File: src/rtl/pwmt_pkg.sv
package pwmt_pkg;

  typedef enum logic [1:0] {
    CS_DIV2 = 2'b00,
    CS_DIV4 = 2'b01,
    CS_DIV8 = 2'b10,
    CS_EXT  = 2'b11
  } clk_sel_e;

  // Number of low prescaler bits that must be all ones for an internal tick.
  function automatic int unsigned tick_bits(input logic [1:0] sel);
    case (sel)
      CS_DIV2: return 1;
      CS_DIV4: return 2;
      default: return 3;
    endcase
  endfunction

  // Pin level after a tick: the period-end match has priority.
  function automatic logic next_level(input logic cur, input logic edge_ev,
                                      input logic end_ev, input logic lvl_edge,
                                      input logic lvl_end);
    if (end_ev)  return lvl_end;
    if (edge_ev) return lvl_edge;
    return cur;
  endfunction

  // Sticky flag update: a set wins over a clear in the same cycle.
  function automatic logic next_flag(input logic cur, input logic set_ev,
                                     input logic clr);
    if (set_ev) return 1'b1;
    if (clr)    return 1'b0;
    return cur;
  endfunction

endpackage

File: src/rtl/pwmt_tick_gen.sv
module pwmt_tick_gen
  import pwmt_pkg::*;
#(
  parameter int PRE_W  = 3,
  parameter int SYNC_N = 2
) (
  input  logic       clk,
  input  logic       rst_n,
  input  logic       ext_clk_i,
  input  logic [1:0] clk_sel_i,
  output logic       tick_o
);

  logic [PRE_W-1:0] pre_q;
  logic [SYNC_N:0]  sync_q;
  logic [PRE_W-1:0] need_mask;
  logic             int_tick;
  logic             ext_rise;

  always_ff @(posedge clk or negedge rst_n) begin
    if (!rst_n) pre_q <= '0;
    else        pre_q <= pre_q + 1'b1;
  end

  // SYNC_N synchronizer stages plus one history stage for edge detection.
  always_ff @(posedge clk or negedge rst_n) begin
    if (!rst_n) sync_q <= '0;
    else        sync_q <= {sync_q[SYNC_N-1:0], ext_clk_i};
  end

  always_comb begin
    need_mask = '0;
    for (int i = 0; i < PRE_W; i++) begin
      need_mask[i] = (i < tick_bits(clk_sel_i));
    end
  end

  assign int_tick = &(pre_q | ~need_mask);
  assign ext_rise = sync_q[SYNC_N-1] & ~sync_q[SYNC_N];
  assign tick_o   = (clk_sel_e'(clk_sel_i) == CS_EXT) ? ext_rise : int_tick;

endmodule

File: src/rtl/pwmt_match.sv
module pwmt_match #(
  parameter int W = 16,
  parameter int N = 2
) (
  input  logic [W-1:0]        count_i,
  input  logic [N-1:0][W-1:0] cmp_i,
  output logic [N-1:0]        hit_o
);

  for (genvar g = 0; g < N; g++) begin : g_cmp
    assign hit_o[g] = (count_i == cmp_i[g]);
  end

endmodule

File: src/rtl/pwmt_counter.sv
module pwmt_counter #(
  parameter int          W      = 16,
  parameter logic [W-1:0] RELOAD = 16'hFFFC
) (
  input  logic         clk,
  input  logic         rst_n,
  input  logic         tick_i,
  input  logic         reload_i,
  output logic [W-1:0] count_o
);

  always_ff @(posedge clk or negedge rst_n) begin
    if (!rst_n)      count_o <= RELOAD;
    else if (tick_i) count_o <= reload_i ? RELOAD : count_o + 1'b1;
  end

endmodule

File: src/rtl/pwmt_out_ctl.sv
module pwmt_out_ctl
  import pwmt_pkg::*;
(
  input  logic clk,
  input  logic rst_n,
  input  logic edge_ev_i,
  input  logic end_ev_i,
  input  logic lvl_edge_i,
  input  logic lvl_end_i,
  input  logic flag_clr_i,
  output logic pin_o,
  output logic flag_o
);

  always_ff @(posedge clk or negedge rst_n) begin
    if (!rst_n) begin
      pin_o  <= 1'b0;
      flag_o <= 1'b0;
    end else begin
      pin_o  <= next_level(pin_o, edge_ev_i, end_ev_i, lvl_edge_i, lvl_end_i);
      flag_o <= next_flag(flag_o, end_ev_i, flag_clr_i);
    end
  end

endmodule

File: src/rtl/pwm_dual_cmp_timer.sv
module pwm_dual_cmp_timer #(
  parameter int              CNT_W      = 16,
  parameter logic [CNT_W-1:0] RELOAD_VAL = 16'hFFFC,
  parameter int              PRE_W      = 3,
  parameter int              SYNC_N     = 2
) (
  input  logic             clk,
  input  logic             rst_n,
  input  logic             ext_clk_i,
  input  logic [1:0]       clk_sel_i,
  input  logic             pwm_en_i,
  input  logic             pin_en_i,
  input  logic             lvl_edge_i,
  input  logic             lvl_end_i,
  input  logic [CNT_W-1:0] cmp_edge_i,
  input  logic [CNT_W-1:0] cmp_end_i,
  input  logic             flag_clr_i,
  output logic             pwm_o,
  output logic             cycle_flag_o,
  output logic [CNT_W-1:0] count_o
);

  localparam int N_CMP   = 2;
  localparam int IDX_EDG = 0;
  localparam int IDX_END = 1;

  // Named internal events, visible to the bound checker.
  logic                        tick;
  logic                        pwm_act;
  logic                        edge_hit;
  logic                        end_hit;
  logic                        edge_ev;
  logic                        end_ev;
  logic [N_CMP-1:0]            hits;
  logic [N_CMP-1:0][CNT_W-1:0] cmp_vec;

  assign pwm_act = pwm_en_i & pin_en_i;

  assign cmp_vec[IDX_EDG] = cmp_edge_i;
  assign cmp_vec[IDX_END] = cmp_end_i;

  pwmt_tick_gen #(.PRE_W(PRE_W), .SYNC_N(SYNC_N)) u_tick (
    .clk       (clk),
    .rst_n     (rst_n),
    .ext_clk_i (ext_clk_i),
    .clk_sel_i (clk_sel_i),
    .tick_o    (tick)
  );

  pwmt_match #(.W(CNT_W), .N(N_CMP)) u_match (
    .count_i (count_o),
    .cmp_i   (cmp_vec),
    .hit_o   (hits)
  );

  assign edge_hit = hits[IDX_EDG];
  assign end_hit  = hits[IDX_END];
  assign edge_ev  = tick & pwm_act & edge_hit;
  assign end_ev   = tick & pwm_act & end_hit;

  pwmt_counter #(.W(CNT_W), .RELOAD(RELOAD_VAL)) u_cnt (
    .clk      (clk),
    .rst_n    (rst_n),
    .tick_i   (tick),
    .reload_i (end_ev),
    .count_o  (count_o)
  );

  pwmt_out_ctl u_out (
    .clk        (clk),
    .rst_n      (rst_n),
    .edge_ev_i  (edge_ev),
    .end_ev_i   (end_ev),
    .lvl_edge_i (lvl_edge_i),
    .lvl_end_i  (lvl_end_i),
    .flag_clr_i (flag_clr_i),
    .pin_o      (pwm_o),
    .flag_o     (cycle_flag_o)
  );

endmodule

File: config.mk
export PLATFORM = sky130hd
export DESIGN_NAME = pwm_dual_cmp_timer
export DESIGN_NICKNAME = d
export VERILOG_FILES = /design/src/rtl/pwmt_pkg.sv /design/src/rtl/pwmt_tick_gen.sv /design/src/rtl/pwmt_match.sv /design/src/rtl/pwmt_counter.sv /design/src/rtl/pwmt_out_ctl.sv /design/src/rtl/pwm_dual_cmp_timer.sv
export SDC_FILE = /design/constraint.sdc
export NUM_CORES = 1
export LEC_CHECK = 0
export BUFFER_PORTS_ARGS = -buffer_cell sky130_fd_sc_hd__buf_2
export CAP_MARGIN = 25
export CORE_UTILIZATION = 51
export DETAILED_ROUTE_END_ITERATION = 10
export PLACE_DENSITY = 0.86
export SYNTH_ARGS = -nofsm -noshare
export SYNTH_HDL_FRONTEND = slang
export SYNTH_SLANG_ARGS = --single-unit
File: constraint.sdc
create_clock -name clk -period 3.4 [get_ports clk]
set_clock_uncertainty 0.1 [all_clocks]
set_input_delay 0.34 -clock clk [delete_from_list [all_inputs] [get_ports clk]]
set_output_delay 0.34 -clock clk [all_outputs]
set_load 0.005 [all_outputs]
==> Word-level counts from Yosys, hierarchy flattened <==
Cells that the tools add are included.
{ "word_totals": {"ramBits": 0, "register_bits": 24, "n_memories": 0, "out_inout_bits": 18, "latch_bits": 0, "wordCells": 42, "input_bits": 42, "rom_bits": 0} }
{ "classes": {"n_reduce_logical": 4, "order_cmp": 3, "addsub": 2, "n_mul": 0, "n_div": 0, "bitwise_logic": 8, "n_eq_ne": 4, "shift": 0, "muxes": 16} }
{ "op_table": {"columns": ["cell", "count"], "rows": [
  ["1-bit by 32-bit < comparator with 1-bit output (first input constant)", 2],
  ["16-bit equality test", 2],
  ["2-bit by 32-bit < comparator with 1-bit output (first input constant)", 1],
  ["16-bit by 1-bit adder with 16-bit output (second input constant)", 1],
  ["16-bit two-way mux", 1],
  ["1-bit two-way mux", 14],
  ["1-bit bitwise AND", 5],
  ["2-bit case mux with 2 select lines", 1],
  ["2-bit nonzero test", 2],
  ["3-bit by 1-bit adder with 3-bit output (second input constant)", 1],
  ["3-bit inverter", 1],
  ["3-bit OR", 1],
  ["3-bit AND reduction", 1],
  ["2-bit by 1-bit equality test with 1-bit output (second input constant)", 1],
  ["2-bit equality test (second input constant)", 1],
  ["2-bit zero test", 1],
  ["1-bit inverter", 1]
]} }

==> Longest topological paths before layout <==
{ "logic_depth": {"depth_word": 13, "depth_mapped": 8} }

==> By module <==
From an unflattened synthesis, not the netlist that was laid out.
{ "hier_totals": {"cells_unflattened": 153, "area_unflattened_um2": 1526.5} }
{ "by_module_without_submodules": {"columns": ["module", "cells_each", "area_per_inst_um2", "n_inst", "seq_area_each_um2"], "rows": [
  ["pwmt_counter", 88, 870.8, 1, 417.9],
  ["pwmt_match", 42, 349.1, 1, 0.0],
  ["pwmt_tick_gen", 14, 209.0, 1, 150.1],
  ["pwmt_out_ctl", 7, 80.1, 1, 50.0],
  ["pwm_dual_cmp_timer", 2, 17.5, 1, 0.0]
]} }

==> Worst setup path before layout <==
OpenSTA, ideal clock, no wires.
{ "synth_path": {"path_type": "reg-to-reg", "from": "reg u_cnt.count_o[7]", "to": "reg u_out.pin_o", "setup_slack_ps": 1525, "path_buffers": 2, "t_arrival_ps": 1645, "setup_time_ps": 131, "synth_period_minus_slack_ps": 1875, "stages_incl_launch_ff": 9, "path_cell_list": "dfstp_2 -> clkbuf_1 -> xor2_1 -> nor4_1 -> nand4_1 -> nand2b_1 -> buf_2 -> nand3_1 -> o211ai_1"} }
{ "synth_via": {"elab_chain_cells": 5} }
{ "synth_lines": {"columns": ["item", "line", "rtl"], "rows": [
  ["start: declaration", "pwmt_counter.sv:9", "output logic [W-1:0] count_o"],
  ["start signal: assignment", "pwmt_counter.sv:14", "else if (tick_i) count_o <= reload_i ? RELOAD : count_o + 1'b1;"],
  ["16-bit equality test", "pwmt_match.sv:11", "assign hit_o[g] = (count_i == cmp_i[g]);"],
  ["1-bit bitwise AND", "pwm_dual_cmp_timer.sv:58", "assign edge_ev = tick & pwm_act & edge_hit;"],
  ["1-bit two-way mux", "pwmt_pkg.sv:24", "if (edge_ev) return lvl_edge;"],
  ["1-bit two-way mux (on tied branches)", "pwmt_pkg.sv:25, pwmt_pkg.sv:24", null],
  ["1-bit two-way mux or 2-bit nonzero test (tied branches)", null, null],
  ["end signal: assignment", "pwmt_out_ctl.sv:20", "pin_o <= next_level(pin_o, edge_ev_i, end_ev_i, lvl_edge_i, lvl_end_i);"],
  ["end: declaration", "pwmt_out_ctl.sv:11", "output logic pin_o,"]
]} }
Several ways; a longest one is shown, not always the timed one. The select of a mux whose other input is x is not followed.
A chain may end at the register's enable or synchronous reset.

==> Final worst setup path <==
{ "layout_path": {"from": "reg u_cnt.count_o[5]", "to": "reg u_out.pin_o"} }
Same word-level chain as after synthesis.

==> impl_metrics.env <==
export IMPL_outcome="finished, final reports clean"
export IMPL_drive_gt1_frac=0.3930
export IMPL_cp_endpoint="u_out.pin_o"
export IMPL_io_buffers=59
export IMPL_syn_nets=190
export IMPL_finalCritPeriodShare=0.7031
export IMPL_worstSetupPathDepth=6
export IMPL_postCtsSetupBuffers=0
export IMPL_crit_buf_inv=0
export IMPL_worst_pin_slew_ps=664.0
export IMPL_dp_slack_ps=1060
export IMPL_cts_tree="built"
export IMPL_antenna_cells=0
export IMPL_antenna_found_initial=0
export IMPL_crit_start="u_cnt.count_o[5]"
export IMPL_dp_hpwl_um=2458
export IMPL_rsz0062_at_grt="false"
export IMPL_crit_family="simple AND/OR/NAND/NOR gates"
export IMPL_crit_fanout=19
export IMPL_syn_avg_cell_area_um2=10.04
export IMPL_ir_drop_uv=362.4
export IMPL_worstReg2RegEnd="u_out.pin_o"
export IMPL_finalWirelength_um=3254
export IMPL_fp_dieArea_mm2=0.003094
export IMPL_grt_start_max_net_pins=25
export IMPL_slew_headroom=0.5573
export IMPL_powerDensity_mw_per_mm2=440.1
export IMPL_ys_warn_count=0
export IMPL_syn_area_mm2=0.001466
export IMPL_r2r_start="u_cnt.count_o[5]"
export IMPL_crit_slowest_cell="dfstp_2"
export IMPL_p_leak_nw=0.9219
export IMPL_placed_cell_area_mm2=0.001745
export IMPL_die_y_um=55.62
export IMPL_grt_pass1_vias=1203
export IMPL_required_ps=3490
export IMPL_drt_vias_per_instance=5.224
export IMPL_multi_input_area_um2=774.5
export IMPL_cp_arrival_ps=2480
export IMPL_seq_area_frac_synth=0.4215
export IMPL_wl_per_cell_um=14.03
export IMPL_num_rows=19
export IMPL_synth_cells=146
export IMPL_worst_slack_ps=1009
export IMPL_setup_tns_ps=0
export IMPL_ctsResizeCount=0
export IMPL_worst_setup_path_end_kind="flop"
export IMPL_path_cells="xor2_1 -> nor4_1 -> nand4_1 -> nand2b_1 -> nand3_1 -> o211ai_1"
export IMPL_numCtsBuffers=3
export IMPL_start_util=0.5364
export IMPL_clockBufferDepth=2
export IMPL_num_vias=1212
export IMPL_max_cap_violations=0
export IMPL_seqCellArea_um2=618.1
export IMPL_worst_hold_path_type="primary input to flop"
export IMPL_critPathLaunchType="flop"
export IMPL_first_iter_violations=32
export IMPL_critPathKind="flop to flop"
export IMPL_cts_sinks=24
export IMPL_ys_seq_elements=24
export IMPL_syn_to_final_growth_pct=23.98
export IMPL_track_usage=0.2291
export IMPL_reg2reg_depth=6
export IMPL_die_w_um=55.62
export IMPL_min_period_ps=2391
export IMPL_holdBufCountCts=1
export IMPL_n_fill_cell=237
export IMPL_hold_violations=0
export IMPL_final_area_mm2=0.001818
export IMPL_nNetsFinal=246
export IMPL_dp_cells=226
export IMPL_htree_levels=1
export IMPL_synth_cell_types=28
export IMPL_fmax_ghz=0.4183
export IMPL_ios=60
export IMPL_firstDrtPassIters=4
export IMPL_antenna_left=0
export IMPL_r2r_slack_ps=1010
export IMPL_setup_viol=0
export IMPL_slowest_delay_ps=620
export IMPL_globalRoute_totalOverflow=0
export IMPL_cts_clk_slew_worst_paths_ps=140
export IMPL_fin_cells=232
export IMPL_drc=0
export IMPL_clk_latency_ps=310
export IMPL_slew_violations=0
export IMPL_place_gp_congestion=0.8576
export IMPL_grt_pass1_wl_um=5513
export IMPL_coreArea_mm2=0.002734
export IMPL_ctsRootBufferMaster="clkbuf_4"
export IMPL_hold_ws_ps=94.11
[cells in the final DEF (no fill, tap or decap), drive strengths merged]
master / Yosys / final
mux2i: 2 / 2
o211ai: 1 / 1
nand3: 4 / 4
nand4: 11 / 11
dlygate4sd3: 0 / 2
a21boi: 1 / 1
clkbuf: 4 / 3
nand3b: 1 / 1
xor2: 25 / 25
dfrtp: 10 / 10
o311ai: 1 / 1
nor4: 5 / 5
nor2: 3 / 3
a21oi: 3 / 3
nand2: 15 / 15
nand2b: 1 / 1
ha: 2 / 2
nand4b: 1 / 1
and3: 6 / 6
buf: 6 / 59
dfstp: 14 / 14
o21ai: 4 / 4
and2b: 1 / 1
xnor2: 19 / 19
and4: 1 / 1
inv: 5 / 5
bufinv: 0 / 1
[worst reg2reg max path, delay by kind of cell, from the launching register on]
kind / cells / cell delay, ps
AND/OR/NAND/NOR: 4 / 1370
AO/OA/AOI/OAI: 1 / 100
XOR/XNOR: 1 / 80
flip-flops: 1 / 620
[area by class of cell]
cell class	instances	share of cell area
well taps	31	0.02134
clock buffers	3	0.01239
inverters	5	0.01032
clock inverters	1	0.01652
repair buffers	61	0.1734
flip-flops and latches	24	0.3400
multi-input cells	107	0.4260
[through the flow]
step	total power, mW	utilization
2_1_floorplan	0.5100	-
4_1_cts	0.8045	0.6613
3_3_place_gp	0.5902	0.6384
5_1_grt	0.8461	0.6650
3_5_place_dp	0.5940	0.6384
6_report	0.8000	0.6650
[cell usage after synthesis]
master | count | area, µm²
xor2_1 | 25 | 219.0
xnor2_1 | 19 | 166.4
nand2_1 | 15 | 56.30
dfstp_2 | 14 | 367.9
nand4_1 | 11 | 68.82
dfrtp_1 | 10 | 250.2
and3_1 | 6 | 37.54
inv_1 | 5 | 18.77
nor4_1 | 5 | 31.28
buf_2 | 4 | 20.02
nand3_1 | 4 | 20.02
o21ai_0 | 4 | 20.02
a21oi_1 | 3 | 15.01
clkbuf_1 | 3 | 11.26
nor2_1 | 3 | 11.26
ha_1 | 2 | 25.02
mux2i_1 | 2 | 20.02
a21boi_2 | 1 | 11.26
and2b_1 | 1 | 7.510
and4_1 | 1 | 8.760
buf_4 | 1 | 7.510
buf_6 | 1 | 11.26
clkbuf_2 | 1 | 5.000
nand2b_1 | 1 | 6.260
nand3b_1 | 1 | 7.510
nand4b_1 | 1 | 8.760
o211ai_1 | 1 | 7.510
o311ai_4 | 1 | 26.28
[worst min-delay path by stage]
stage | startpoint | endpoint | depth (start not counted)
after CTS | ext_clk_i | u_tick.sync_q[0] | 1
after global placement | u_tick.sync_q[0] | u_tick.sync_q[1] | 0
after floorplan | rst_n | u_cnt.count_o[0] | 0
after detailed placement | u_tick.sync_q[0] | u_tick.sync_q[1] | 0
final | flag_clr_i | u_out.flag_o | 2
after global routing | flag_clr_i | u_out.flag_o | 2
[routing by layer]
metal | part of all wire | track usage | up-vias
met1 | 0.44 | 0.3067 | 572
met4 | 0.0071 | 0.07500 | 0
met3 | 0.057 | 0.03256 | 2
met5 | 0 | 0 | -
li1 | - | - | 598
met2 | 0.49 | 0.3838 | 40
[logic make-up (layout without fill, tap and decap cells)]
family | after synthesis | in the layout | share of synthesized area
xor gates and xnor gates | 44 | 44 | 0.2628
DFF | 24 | 24 | 0.4215
buffers and inverters | 15 | 70 | 0.05034
muxes | 2 | 2 | 0.01365
and+or+nand+nor | 49 | 49 | 0.1800
adders and majority gates | 2 | 2 | 0.01706
AOI/OAI and AO/OA | 10 | 10 | 0.05461
[registers in the layout (all words and copies together) (netlist names)]
signal,cells
u_tick.pre_q,3
u_tick.sync_q,3
u_out.pin_o,1
u_out.flag_o,1
u_cnt.count_o,16
[power breakdown]
part / leakage, nW / internal, mW / switching (mW) / total [mW]
logic: 0.625 / 0.106 / 0.0865 / 0.193
registers: 0.269 / 0.333 / 0.0651 / 0.398
clock network: 0.0279 / 0.119 / 0.0899 / 0.209
total: 0.922 / 0.559 / 0.241 / 0.800
Power figures use the tool's default switching activity.
